**src/rtl/adc_bus_pkg.sv**
```systemverilog
package adc_bus_pkg;
  localparam int IO_W = 8;

  typedef enum logic [1:0] {
    SRC_NONE   = 2'd0,
    SRC_STATUS = 2'd1,
    SRC_RESULT = 2'd2
  } rd_src_e;

  // Status byte: done flag in bit 0, all other bits zero.
  function automatic logic [IO_W-1:0] make_status(input logic done);
    logic [IO_W-1:0] s;
    s = '0;
    s[0] = done;
    return s;
  endfunction
endpackage

```
**src/rtl/io_port_decode.sv**
```systemverilog
module io_port_decode #(
  parameter int ADDR_W   = 8,
  parameter int LINE_W   = 3,
  parameter logic [ADDR_W-1:0] BASE = 8'h80,
  parameter int STAT_OFS = 0,
  parameter int RES_OFS  = 1,
  parameter int CMD_OFS  = 2
) (
  input  logic [ADDR_W-1:0] addr,
  output logic              hit_status,
  output logic              hit_result,
  output logic              hit_cmd
);
  localparam int LINES = 1 << LINE_W;

  logic              group_en;
  logic [LINES-1:0]  line;

  assign group_en = (addr[ADDR_W-1:LINE_W] == BASE[ADDR_W-1:LINE_W]);

  for (genvar i = 0; i < LINES; i++) begin : g_line
    assign line[i] = group_en && (addr[LINE_W-1:0] == LINE_W'(i));
  end

  assign hit_status = line[STAT_OFS];
  assign hit_result = line[RES_OFS];
  assign hit_cmd    = line[CMD_OFS];

  always_comb begin
    a_r9_one_line: assert ($onehot0(line));
  end
endmodule

```
**src/rtl/start_pulse_gen.sv**
```systemverilog
module start_pulse_gen (
  input  logic clk,
  input  logic rst_n,
  input  logic wr,
  input  logic sel,
  output logic fire,
  output logic start
);
  logic held_q;

  assign fire = wr && sel && !held_q;

  always_ff @(posedge clk or negedge rst_n) begin
    if (!rst_n) begin
      held_q <= 1'b0;
      start  <= 1'b0;
    end else begin
      held_q <= wr && sel;
      start  <= fire;
    end
  end

  a_r2_single_pulse: assert property (@(posedge clk) disable iff (!rst_n)
    start |=> !start);
  a_r2_needs_edge: assert property (@(posedge clk) disable iff (!rst_n)
    (wr && sel && $past(wr && sel)) |-> !fire);
endmodule

```
**src/rtl/conv_tracker.sv**
```systemverilog
module conv_tracker #(
  parameter int DATA_W = 8
) (
  input  logic              clk,
  input  logic              rst_n,
  input  logic              ready,
  input  logic [DATA_W-1:0] data,
  input  logic              start_fire,
  input  logic              result_read,
  output logic              done,
  output logic [DATA_W-1:0] result
);
  logic ready_q;
  logic ready_rise;

  assign ready_rise = ready && !ready_q;

  always_ff @(posedge clk or negedge rst_n) begin
    if (!rst_n) begin
      ready_q <= 1'b0;
      done    <= 1'b0;
      result  <= '0;
    end else begin
      ready_q <= ready;
      if (ready_rise) result <= data;
      if (start_fire)       done <= 1'b0;
      else if (ready_rise)  done <= 1'b1;
      else if (result_read) done <= 1'b0;
    end
  end

  a_r5_done_sets: assert property (@(posedge clk) disable iff (!rst_n)
    (ready_rise && !start_fire) |=> done);
  a_r6_result_held: assert property (@(posedge clk) disable iff (!rst_n)
    !ready_rise |=> $stable(result));
  a_r8_start_clears: assert property (@(posedge clk) disable iff (!rst_n)
    start_fire |=> !done);
endmodule

```
**src/rtl/read_mux.sv**
```systemverilog
module read_mux
  import adc_bus_pkg::*;
#(
  parameter int DATA_W = 8
) (
  input  logic              rd,
  input  logic              hit_status,
  input  logic              hit_result,
  input  logic              done,
  input  logic [DATA_W-1:0] result,
  output logic [DATA_W-1:0] dout,
  output logic              oe
);
  rd_src_e src;

  always_comb begin
    src = SRC_NONE;
    if (rd && hit_status)      src = SRC_STATUS;
    else if (rd && hit_result) src = SRC_RESULT;
  end

  always_comb begin
    unique case (src)
      SRC_STATUS: dout = DATA_W'(make_status(done));
      SRC_RESULT: dout = result;
      default:    dout = '0;
    endcase
  end

  assign oe = (src != SRC_NONE);
endmodule

```
**src/rtl/adc_port_bridge.sv**
```systemverilog
module adc_port_bridge
  import adc_bus_pkg::*;
#(
  parameter int ADDR_W = 8,
  parameter int DATA_W = IO_W,
  parameter int LINE_W = 3,
  parameter logic [ADDR_W-1:0] BASE = 8'h80,
  parameter int STAT_OFS = 0,
  parameter int RES_OFS  = 1,
  parameter int CMD_OFS  = 2
) (
  input  logic              clk,
  input  logic              rst_n,
  input  logic [ADDR_W-1:0] io_addr,
  input  logic              io_rd,
  input  logic              io_wr,
  output logic [DATA_W-1:0] rd_data,
  output logic              rd_oe,
  output logic              conv_start,
  input  logic              conv_ready,
  input  logic [DATA_W-1:0] conv_data
);
  logic              hit_status, hit_result, hit_cmd;
  logic              start_fire;
  logic              result_read;
  logic              done;
  logic [DATA_W-1:0] result;

  io_port_decode #(
    .ADDR_W(ADDR_W), .LINE_W(LINE_W), .BASE(BASE),
    .STAT_OFS(STAT_OFS), .RES_OFS(RES_OFS), .CMD_OFS(CMD_OFS)
  ) u_dec (
    .addr(io_addr), .hit_status(hit_status),
    .hit_result(hit_result), .hit_cmd(hit_cmd)
  );

  start_pulse_gen u_go (
    .clk(clk), .rst_n(rst_n), .wr(io_wr), .sel(hit_cmd),
    .fire(start_fire), .start(conv_start)
  );

  assign result_read = io_rd && hit_result;

  conv_tracker #(.DATA_W(DATA_W)) u_trk (
    .clk(clk), .rst_n(rst_n), .ready(conv_ready), .data(conv_data),
    .start_fire(start_fire), .result_read(result_read),
    .done(done), .result(result)
  );

  read_mux #(.DATA_W(DATA_W)) u_mux (
    .rd(io_rd), .hit_status(hit_status), .hit_result(hit_result),
    .done(done), .result(result), .dout(rd_data), .oe(rd_oe)
  );

  a_r10_oe_needs_rd: assert property (@(posedge clk) disable iff (!rst_n)
    rd_oe |-> io_rd);
  a_r9_oe_in_group: assert property (@(posedge clk) disable iff (!rst_n)
    rd_oe |-> (io_addr[ADDR_W-1:LINE_W] == BASE[ADDR_W-1:LINE_W]));
  a_r4_status_high_zero: assert property (@(posedge clk) disable iff (!rst_n)
    (rd_oe && hit_status) |-> (rd_data[DATA_W-1:1] == '0));
  a_r9_idle_zero: assert property (@(posedge clk) disable iff (!rst_n)
    !rd_oe |-> (rd_data == '0));
  a_r7_read_clears: assert property (@(posedge clk) disable iff (!rst_n)
    (result_read && !$rose(conv_ready)) |=> !done);
endmodule

```
**config.mk**
```make
export PLATFORM = sky130hd
export DESIGN_NAME = adc_port_bridge
export DESIGN_NICKNAME = d
export VERILOG_FILES = /design/src/rtl/adc_bus_pkg.sv /design/src/rtl/io_port_decode.sv /design/src/rtl/start_pulse_gen.sv /design/src/rtl/conv_tracker.sv /design/src/rtl/read_mux.sv /design/src/rtl/adc_port_bridge.sv
export SDC_FILE = /design/constraint.sdc
export NUM_CORES = 1
export LEC_CHECK = 0
export ABC_AREA = 1
export BUFFER_PORTS_ARGS = -buffer_cell sky130_fd_sc_hd__buf_2
export CORE_MARGIN = 5
export CORE_UTILIZATION = 45
export CTS_CLUSTER_DIAMETER = 80
export DETAILED_ROUTE_END_ITERATION = 10
export MAX_ROUTING_LAYER = met4
export PLACE_DENSITY = 0.84
export SLEW_MARGIN = 20
export SYNTH_ARGS = -nofsm -noshare
export SYNTH_HDL_FRONTEND = slang
export SYNTH_SLANG_ARGS = --single-unit
```
**constraint.sdc**
```tcl
create_clock -name clk -period 3.2 [get_ports clk]
set_clock_uncertainty 0.15 [all_clocks]
set_input_delay 0.96 -clock clk [delete_from_list [all_inputs] [get_ports clk]]
set_output_delay 0.96 -clock clk [all_outputs]
set_load 0.005 [all_outputs]
```
==> results of run 1 <==
[cells in the final DEF (no fill, tap or decap)]
| master | n |
|---|---|
| sky130_fd_sc_hd__buf_2 | 30 |
| sky130_fd_sc_hd__nand3_1 | 4 |
| sky130_fd_sc_hd__nor2_2 | 1 |
| sky130_fd_sc_hd__nor3_1 | 3 |
| sky130_fd_sc_hd__nand2_2 | 2 |
| sky130_fd_sc_hd__nor2_4 | 1 |
| sky130_fd_sc_hd__a21oi_1 | 8 |
| sky130_fd_sc_hd__inv_1 | 12 |
| sky130_fd_sc_hd__nor2_1 | 17 |
| sky130_fd_sc_hd__nand2_4 | 1 |
| sky130_fd_sc_hd__clkbuf_4 | 3 |
| sky130_fd_sc_hd__clkbuf_8 | 1 |
| sky130_fd_sc_hd__dfrtp_1 | 12 |
| sky130_fd_sc_hd__nor4_2 | 1 |
| sky130_fd_sc_hd__nand2_1 | 4 |
| sky130_fd_sc_hd__mux2_2 | 1 |
| sky130_fd_sc_hd__o31ai_2 | 1 |
[sequential cells by signal (all words and copies together), names as in the netlist]
register       cells
u_go.held_q        1
u_trk.ready_q      1
u_trk.done         1
u_go.start         1
u_trk.result       8
[power by group]
group	leakage [uW]	switching [uW]	internal [uW]
clock	0.0000210	51.8	69.1
combinational	0.000303	26.6	18.7
sequential	0.000136	4.10	165
[cell usage after synthesis]
master,n,area [um2]
sky130_fd_sc_hd__nor4_2,1,12.5
sky130_fd_sc_hd__a21oi_1,8,40.0
sky130_fd_sc_hd__nand2_1,4,15.0
sky130_fd_sc_hd__inv_1,12,45.0
sky130_fd_sc_hd__buf_4,1,7.51
sky130_fd_sc_hd__nor2_2,1,6.26
sky130_fd_sc_hd__dfrtp_1,12,300
sky130_fd_sc_hd__nand2_2,2,12.5
sky130_fd_sc_hd__nand3_1,4,20.0
sky130_fd_sc_hd__o31ai_2,1,12.5
sky130_fd_sc_hd__nand2_4,1,11.3
sky130_fd_sc_hd__nor2_4,1,11.3
sky130_fd_sc_hd__nor2_1,17,63.8
sky130_fd_sc_hd__nor3_1,3,15.0
sky130_fd_sc_hd__mux2_2,1,11.3
[stage by stage]
stage	cell area [um2]	utilization [%]	hold slack, ns
2_1_floorplan	584	-	0.276
3_3_place_gp	746	58.8	0.291
3_5_place_dp	746	58.8	0.292
4_1_cts	782	61.6	0.303
5_1_grt	782	61.6	0.334
6_report	782	61.6	0.306
[how the worst max path moves through the flow]
stage,startpoint,end,slack (ns),cells past startpoint
floorplan,io_addr[6],rd_data[0],0.62,3
global placement,io_addr[6],rd_data[0],0.38,5
detailed placement,io_addr[6],rd_data[0],0.33,5
CTS,io_addr[6],rd_oe,0.28,5
global route,io_addr[4],rd_oe,0.11,5
finish,io_addr[6],rd_oe,0.25,5
[layer usage]
layer,up-vias,track usage [%],wire length [um]
met1,245,14.8,496
met4,0,7.95,14
met5,-,-,0
li1,282,-,-
met3,4,1.19,82
met2,21,29.1,848
[critical path, cell delays in order]
cell and delay (ns):
sky130_fd_sc_hd__buf_2 0.09, sky130_fd_sc_hd__nor2_1 0.14, sky130_fd_sc_hd__nand3_1 0.22, sky130_fd_sc_hd__nor3_1 0.27, sky130_fd_sc_hd__buf_2 0.17
[kinds of logic after synthesis]
logic type | share of synthesized area [%]
compound gates | 8.99
buf+inv | 8.99
flops | 51.4
mux | 1.93
simple gates | 28.7
[final cells by class]
class	instances	share of cell area, %
Sequential cell	12	38.4
Inverter	12	5.76
Clock buffer	4	4.64
Timing Repair Buffer	30	19.2
Multi-Input combinational cell	44	29.6
Tap cell	15	2.40
==> flow_summary.html, run 1 <==
<table>
<tr><th>Metric</th><th>Value</th></tr>
<tr><th colspan="2">Cells and area</th></tr>
<tr><td>Share of final-layout standard cells stronger than drive strength 1</td><td>41.2%</td></tr>
<tr><td>Final net count</td><td>roughly 120</td></tr>
<tr><td>Multi-input combinational cell area</td><td>231 um2</td></tr>
<tr><td>Register area</td><td>between 300 and 400 um2</td></tr>
<tr><td>Area delta synth-&gt;final</td><td>33.8%</td></tr>
<tr><td>Count of fill cells added during filler insertion</td><td>103</td></tr>
<tr><td>Final instance count without filler cells</td><td>117</td></tr>
<tr><td>Diodes inserted</td><td>0</td></tr>
<tr><th colspan="2">STA</th></tr>
<tr><td>Hold Violations, Final</td><td>0</td></tr>
<tr><td>Period utilization</td><td>just over 90%</td></tr>
<tr><td>Worst slew margin relative to its limit</td><td>81.3%</td></tr>
<tr><td>Setup TNS</td><td>0 ns</td></tr>
<tr><td>PnR worst setup slack</td><td>approximately 0.25 ns</td></tr>
<tr><td>Post-layout minimum cycle time</td><td>slightly below 3 ns</td></tr>
<tr><td>Final-report max-slew violation count</td><td>0</td></tr>
<tr><td>Worst Tran Pin Value</td><td>about 0.28 ns</td></tr>
<tr><td>Maximum clock frequency</td><td>339 MHz</td></tr>
<tr><td>Unrepaired setup endpoints after global routing</td><td>no</td></tr>
<tr><td># setup viols final</td><td>0</td></tr>
<tr><th colspan="2">Yosys</th></tr>
<tr><td>Post-Synthesis Cells</td><td>69</td></tr>
<tr><td>Avg Cell Area, Syn</td><td>8.47 um2</td></tr>
<tr><td>Synth Net Count</td><td>90</td></tr>
<tr><td>Number of unique standard cell types used by synthesis</td><td>15</td></tr>
<tr><td>Seq/Total Area, Yosys</td><td>a little over 50%</td></tr>
<tr><td>Synth warn</td><td>0</td></tr>
<tr><td>Netlist area before placement</td><td>a little under 600 um2</td></tr>
<tr><td>Number of synthesized register bits</td><td>12</td></tr>
<tr><th colspan="2">Place</th></tr>
<tr><td>Final weighted congestion of routability-driven global placement</td><td>0.739</td></tr>
<tr><td>Detailed Place HPWL</td><td>between 1 and 1.5 mm</td></tr>
<tr><td>Worst slack, placed</td><td>0.332 ns</td></tr>
<tr><td>Placed cell count</td><td>113</td></tr>
<tr><td>Count of port buffers added during placement</td><td>30</td></tr>
<tr><th colspan="2">Global routing</th></tr>
<tr><td>Largest net degree at the start of global routing</td><td>17</td></tr>
<tr><td>Vias in the first global route</td><td>545</td></tr>
<tr><td>Wire length of the first global-routing pass</td><td>2.20 mm</td></tr>
<tr><td>Global-route usage over all layers</td><td>between 15 and 20%</td></tr>
<tr><td>Initial antenna violation count</td><td>0</td></tr>
<tr><td>Leftover overflow at the end of global routing</td><td>0</td></tr>
<tr><th colspan="2">Run</th></tr>
<tr><td>Maxcap violations</td><td>0</td></tr>
<tr><th colspan="2">Detailed routing</th></tr>
<tr><td>Average detailed-routed wire length per instance</td><td>12.3 um</td></tr>
<tr><td>Count of TritonRoute iterations in the first routing pass</td><td>4</td></tr>
<tr><td>DRC</td><td>0</td></tr>
<tr><td>Number of vias per cell</td><td>4.72</td></tr>
<tr><td>Remaining antenna violation count after routing</td><td>0</td></tr>
<tr><td>Routed via count</td><td>about 550</td></tr>
<tr><td>DRT iter0 DRCs</td><td>6</td></tr>
<tr><td>Routed WL</td><td>between 1 and 1.5 mm</td></tr>
<tr><th colspan="2">Die</th></tr>
<tr><td>Number of I/O pins</td><td>31</td></tr>
<tr><td>Die area</td><td>2120 um2</td></tr>
<tr><td>Initial core utilization</td><td>46.1%</td></tr>
<tr><td>Core box area</td><td>roughly 1300 um2</td></tr>
<tr><td>Die extent in x</td><td>approximately 46 um</td></tr>
<tr><td>Die outline height</td><td>46.0 um</td></tr>
<tr><td>Placement row count</td><td>13</td></tr>
<tr><th colspan="2">Setup path</th></tr>
<tr><td>Capture instance of the worst register-to-register path</td><td>u_trk.result[0]</td></tr>
<tr><td>Data arrival at the endpoint of the critical path</td><td>1.84 ns</td></tr>
<tr><td>Path depth of the worst reg2reg path</td><td>3</td></tr>
<tr><td>Type of destination of the critical path</td><td>output port</td></tr>
<tr><td>Required time of the critical path</td><td>around 2.1 ns</td></tr>
<tr><td>Worst reg2reg path startpoint</td><td>u_trk.ready_q</td></tr>
<tr><td>Largest fanout on the critical path</td><td>5</td></tr>
<tr><td>Internal reg-to-reg setup slack</td><td>1.97 ns</td></tr>
<tr><td>Type of the worst setup path</td><td>primary input to output port</td></tr>
<tr><td>Category of the worst setup path launch point</td><td>primary input</td></tr>
<tr><th colspan="2">Pwr</th></tr>
<tr><td>Maximum vdd drop</td><td>0.317 mV</td></tr>
<tr><td>Ratio of total power to cell area</td><td>about 430 nW/um2</td></tr>
<tr><td>Total power draw</td><td>between 300 and 400 uW</td></tr>
<tr><td>Static leakage</td><td>0.000460 uW</td></tr>
<tr><th colspan="2">Clocking</th></tr>
<tr><td>Post-CTS Hold Buffers</td><td>0</td></tr>
<tr><td>Clock Root Buffer</td><td>sky130_fd_sc_hd__clkbuf_4</td></tr>
<tr><td>CTS Buf Count</td><td>3</td></tr>
<tr><td>Maximum number of buffers from clock root to sink</td><td>2</td></tr>
<tr><td>Reg clk slew, reported paths</td><td>0.08 ns</td></tr>
<tr><td>Number of sinks handled by clock tree synthesis</td><td>12</td></tr>
<tr><td>Gates resized, CTS repair</td><td>0</td></tr>
<tr><td>Later-pin clock latency in the skew report</td><td>0.27 ns</td></tr>
<tr><td>CTS H-tree lvls</td><td>1</td></tr>
<tr><td>Buffers inserted by post-CTS timing repair</td><td>0</td></tr>
<tr><td>CTS tree</td><td>done</td></tr>
<tr><th colspan="2">Hold path</th></tr>
<tr><td>Hold crit path type</td><td>flip-flop to flip-flop</td></tr>
<tr><td>End of the worst hold path</td><td>u_go.start</td></tr>
<tr><td>Beginning of the worst hold path</td><td>u_go.held_q</td></tr>
<tr><td>Hold-critical path depth</td><td>1</td></tr>
<tr><th colspan="2">Run status</th></tr>
<tr><td>Status</td><td>completed</td></tr>
</table>
No activity file was read; power rests on OpenSTA's default activity.
==> run 2: changes to the inputs <==
CELL_PAD_IN_SITES_DETAIL_PLACEMENT = 2   (was not set)
CELL_PAD_IN_SITES_GLOBAL_PLACEMENT = 2   (was not set)
CORE_UTILIZATION = 24   (was 45)
PLACE_DENSITY = 0.83   (was 0.84)
clock period = 3.8 ns   (was 3.2 ns; I/O delays follow)
==> run 2 against run 1 <==
Setup slack improved by 0.26 ns. Routed wire length increased by 23%. Sequential power down 15%. Die area increased by 66%. Design area up 0.32%. Hold slack improved by 0.0022 ns. Non-clock buffer count unchanged. Total power shrank 23%. Sequential share of layout area fell by 0.12 points. Utilization down 27 points. Largest power group unchanged. Critical endpoint is now rd_data[7]. Critical path depth grew 2.
==> flow_summary.html, run 2 (synthesis results as in run 1) <==
<table>
<tr><th>Metric</th><th>Value</th></tr>
<tr><th colspan="2">Run status</th></tr>
<tr><td>Status</td><td>completed</td></tr>
<tr><th colspan="2">STA</th></tr>
<tr><td>Setup TNS</td><td>0 ns (unchanged)</td></tr>
<tr><td>Maximum clock frequency</td><td>304 MHz</td></tr>
<tr><td>Unrepaired setup endpoints after global routing</td><td>no</td></tr>
<tr><td># setup viols final</td><td>0 (unchanged)</td></tr>
<tr><td>Post-layout minimum cycle time</td><td>3.29 ns</td></tr>
<tr><td>Worst slew margin relative to its limit</td><td>79.8% (-1.6 points)</td></tr>
<tr><td>Worst Tran Pin Value</td><td>0.303 ns (+0.0233 ns)</td></tr>
<tr><td>Final-report max-slew violation count</td><td>0 (unchanged)</td></tr>
<tr><td>Hold Violations, Final</td><td>0 (unchanged)</td></tr>
<tr><td>Period utilization</td><td>between 80% and 90%</td></tr>
<tr><th colspan="2">Clocking</th></tr>
<tr><td>Post-CTS Hold Buffers</td><td>0 (unchanged)</td></tr>
<tr><td>Buffers inserted by post-CTS timing repair</td><td>0 (unchanged)</td></tr>
<tr><td>CTS H-tree lvls</td><td>1 (unchanged)</td></tr>
<tr><td>Gates resized, CTS repair</td><td>0 (unchanged)</td></tr>
<tr><td>Number of sinks handled by clock tree synthesis</td><td>12 (unchanged)</td></tr>
<tr><td>CTS Buf Count</td><td>3 (unchanged)</td></tr>
<tr><td>Maximum number of buffers from clock root to sink</td><td>2 (unchanged)</td></tr>
<tr><td>Reg clk slew, reported paths</td><td>0.07 ns (about the same)</td></tr>
<tr><td>CTS tree</td><td>done</td></tr>
<tr><td>Later-pin clock latency in the skew report</td><td>0.26 ns (about the same)</td></tr>
<tr><td>Clock Root Buffer</td><td>sky130_fd_sc_hd__clkbuf_4</td></tr>
<tr><th colspan="2">Pwr</th></tr>
<tr><td>Static leakage</td><td>0.000453 uW (-1.6%)</td></tr>
<tr><td>Maximum vdd drop</td><td>0.184 mV (-42%)</td></tr>
<tr><td>Ratio of total power to cell area</td><td>328 nW/um2 (-23%)</td></tr>
<tr><td>Total power draw</td><td>257 uW (-23%)</td></tr>
<tr><th colspan="2">Cells and area</th></tr>
<tr><td>Most used cells in the layout excluding fill and tap cells</td><td>sky130_fd_sc_hd__buf_2, sky130_fd_sc_hd__nor2_1, sky130_fd_sc_hd__inv_1, sky130_fd_sc_hd__dfrtp_1, sky130_fd_sc_hd__a21oi_1</td></tr>
<tr><td>Register name with the most flops</td><td>u_trk.result</td></tr>
<tr><td>Diodes inserted</td><td>0 (unchanged)</td></tr>
<tr><td>Final core utilization</td><td>34.5% (-27 points)</td></tr>
<tr><td>Final instance count without filler cells</td><td>129 (+10%)</td></tr>
<tr><td>Most common cell after layout, fill and taps aside</td><td>sky130_fd_sc_hd__buf_2</td></tr>
<tr><td>Area delta synth-&gt;final</td><td>34.3%</td></tr>
<tr><td>Post-route cell area</td><td>785 um2 (+0.32%)</td></tr>
<tr><td>Flip-flop count of the largest register, all copies and words added</td><td>8 (unchanged)</td></tr>
<tr><td>Count of fill cells added during filler insertion</td><td>277 (+170%)</td></tr>
<tr><td>Share of final-layout standard cells stronger than drive strength 1</td><td>40.6% (-0.58 points)</td></tr>
<tr><td>Final net count</td><td>124 (unchanged)</td></tr>
<tr><th colspan="2">Die</th></tr>
<tr><td>Placement row count</td><td>17 (+4)</td></tr>
<tr><td>Die area</td><td>3520 um2 (+66%)</td></tr>
<tr><td>Number of I/O pins</td><td>31 (unchanged)</td></tr>
<tr><td>Die outline height</td><td>59.3 um (+29%)</td></tr>
<tr><td>Initial core utilization</td><td>25.7% (-20 points)</td></tr>
<tr><td>Die extent in x</td><td>59.3 um (+29%)</td></tr>
<tr><td>Core box area</td><td>2280 um2 (+79%)</td></tr>
<tr><th colspan="2">Hold path</th></tr>
<tr><td>Beginning of the worst hold path</td><td>u_go.held_q</td></tr>
<tr><td>Hold crit path type</td><td>flip-flop to flip-flop</td></tr>
<tr><th colspan="2">Place</th></tr>
<tr><td>Detailed Place HPWL</td><td>1.48 mm (+35%)</td></tr>
<tr><td>Post-DP Area</td><td>762 um2 (+2.2%)</td></tr>
<tr><td>Placed cell count</td><td>126 (+12%)</td></tr>
<tr><td>Count of port buffers added during placement</td><td>30 (unchanged)</td></tr>
<tr><td>Final weighted congestion of routability-driven global placement</td><td>0.662 (-10%)</td></tr>
<tr><th colspan="2">Detailed routing</th></tr>
<tr><td>Remaining antenna violation count after routing</td><td>0 (unchanged)</td></tr>
<tr><td>Average detailed-routed wire length per instance</td><td>13.7 um (+11%)</td></tr>
<tr><td>DRT iter0 DRCs</td><td>6 (unchanged)</td></tr>
<tr><td>Routed via count</td><td>571 (+3.4%)</td></tr>
<tr><td>Number of vias per cell</td><td>4.43 (-6.2%)</td></tr>
<tr><td>Routed WL</td><td>1.77 mm (+23%)</td></tr>
<tr><td>Count of TritonRoute iterations in the first routing pass</td><td>4 (unchanged)</td></tr>
<tr><td>DRC</td><td>0 (unchanged)</td></tr>
<tr><th colspan="2">Setup path</th></tr>
<tr><td>Worst reg2reg path startpoint</td><td>u_trk.ready_q</td></tr>
<tr><td>Ordered cell list for the critical path</td><td>buf_2, nor2_1, nand2_1, nor2_4, nand2_4, nor2_1, buf_2</td></tr>
<tr><td>Category of the worst setup path launch point</td><td>primary input</td></tr>
<tr><td>Type of destination of the critical path</td><td>output port</td></tr>
<tr><td>Data arrival at the endpoint of the critical path</td><td>2.00 ns (+0.16 ns)</td></tr>
<tr><td>Largest fanout on the critical path</td><td>8 (+3)</td></tr>
<tr><td>Slowest CP cell</td><td>sky130_fd_sc_hd__nor2_1</td></tr>
<tr><td>Launching element of the worst setup path</td><td>io_addr[6]</td></tr>
<tr><td>Required time of the critical path</td><td>2.51 ns (+0.42 ns)</td></tr>
<tr><td>Type of the worst setup path</td><td>primary input to output port</td></tr>
<tr><td>Highest cell delay on the worst timing path</td><td>0.18 ns (-0.09 ns)</td></tr>
<tr><th colspan="2">Global routing</th></tr>
<tr><td>Leftover overflow at the end of global routing</td><td>0 (unchanged)</td></tr>
<tr><td>Largest net degree at the start of global routing</td><td>17 (unchanged)</td></tr>
<tr><td>Global-route usage over all layers</td><td>11.9% (-3.4 points)</td></tr>
<tr><td>Wire length of the first global-routing pass</td><td>2.94 mm (+34%)</td></tr>
<tr><td>Vias in the first global route</td><td>644 (+18%)</td></tr>
<tr><td>Initial antenna violation count</td><td>0 (unchanged)</td></tr>
<tr><th colspan="2">Run</th></tr>
<tr><td>Maxcap violations</td><td>0 (unchanged)</td></tr>
</table>
-- run 2: layer usage --
| metal | up-vias | track usage (%) | wire length (um) |
|---|---|---|---|
| met5 | - | - | 0 |
| met3 | 2 | 4.79 | 119 |
| met1 | 271 | 11.6 | 644 |
| met4 | 0 | 2.91 | 12 |
| met2 | 18 | 21.7 | 991 |
| li1 | 280 | - | - |
-- run 2: worst max-delay path: cells and delay by family --
family | cells | cell delay, ns
buf+inv | 2 | 0.21
simple gates | 5 | 0.65
-- run 2: metrics by stage --
stage	hold slack (ns)	setup WS [ns]
global placement	0.299	0.582
floorplan	0.276	0.864
CTS	0.320	0.476
detailed placement	0.304	0.503
global route	0.336	0.411
finish	0.309	0.506
-- run 2: worst paths after layout --
kind / endpoint / slack, ns / depth (start not counted)
hold / removal: u_go.start / 0.31 / 1
hold reg to reg: u_go.start / 0.31 / 1
setup reg to reg: u_trk.result[0] / 2.54 / 3
min in group asynchronous: u_trk.result[5] / 0.59 / 1
max in group asynchronous: u_go.held_q / 2.69 / 1
setup / recovery: rd_data[7] / 0.51 / 7
-- run 2: area by class of cell --
type,instances,area [um2],share of cell area [%]
Clock buffer,3,22.5,2.87
Inverter,12,45.0,5.74
Multi-Input combinational cell,44,231,29.5
Sequential cell,12,300,38.3
Tap cell,28,35.0,4.47
Timing Repair Buffer,30,150,19.1
-- run 2: power breakdown --
group / internal, uW / total (uW) / leakage [uW] / switching [uW]
combinational: 15.7 / 39.1 / 0.000303 / 23.4
sequential: 139 / 143 / 0.000136 / 3.73
clock: 36.6 / 75.4 / 0.0000138 / 38.8
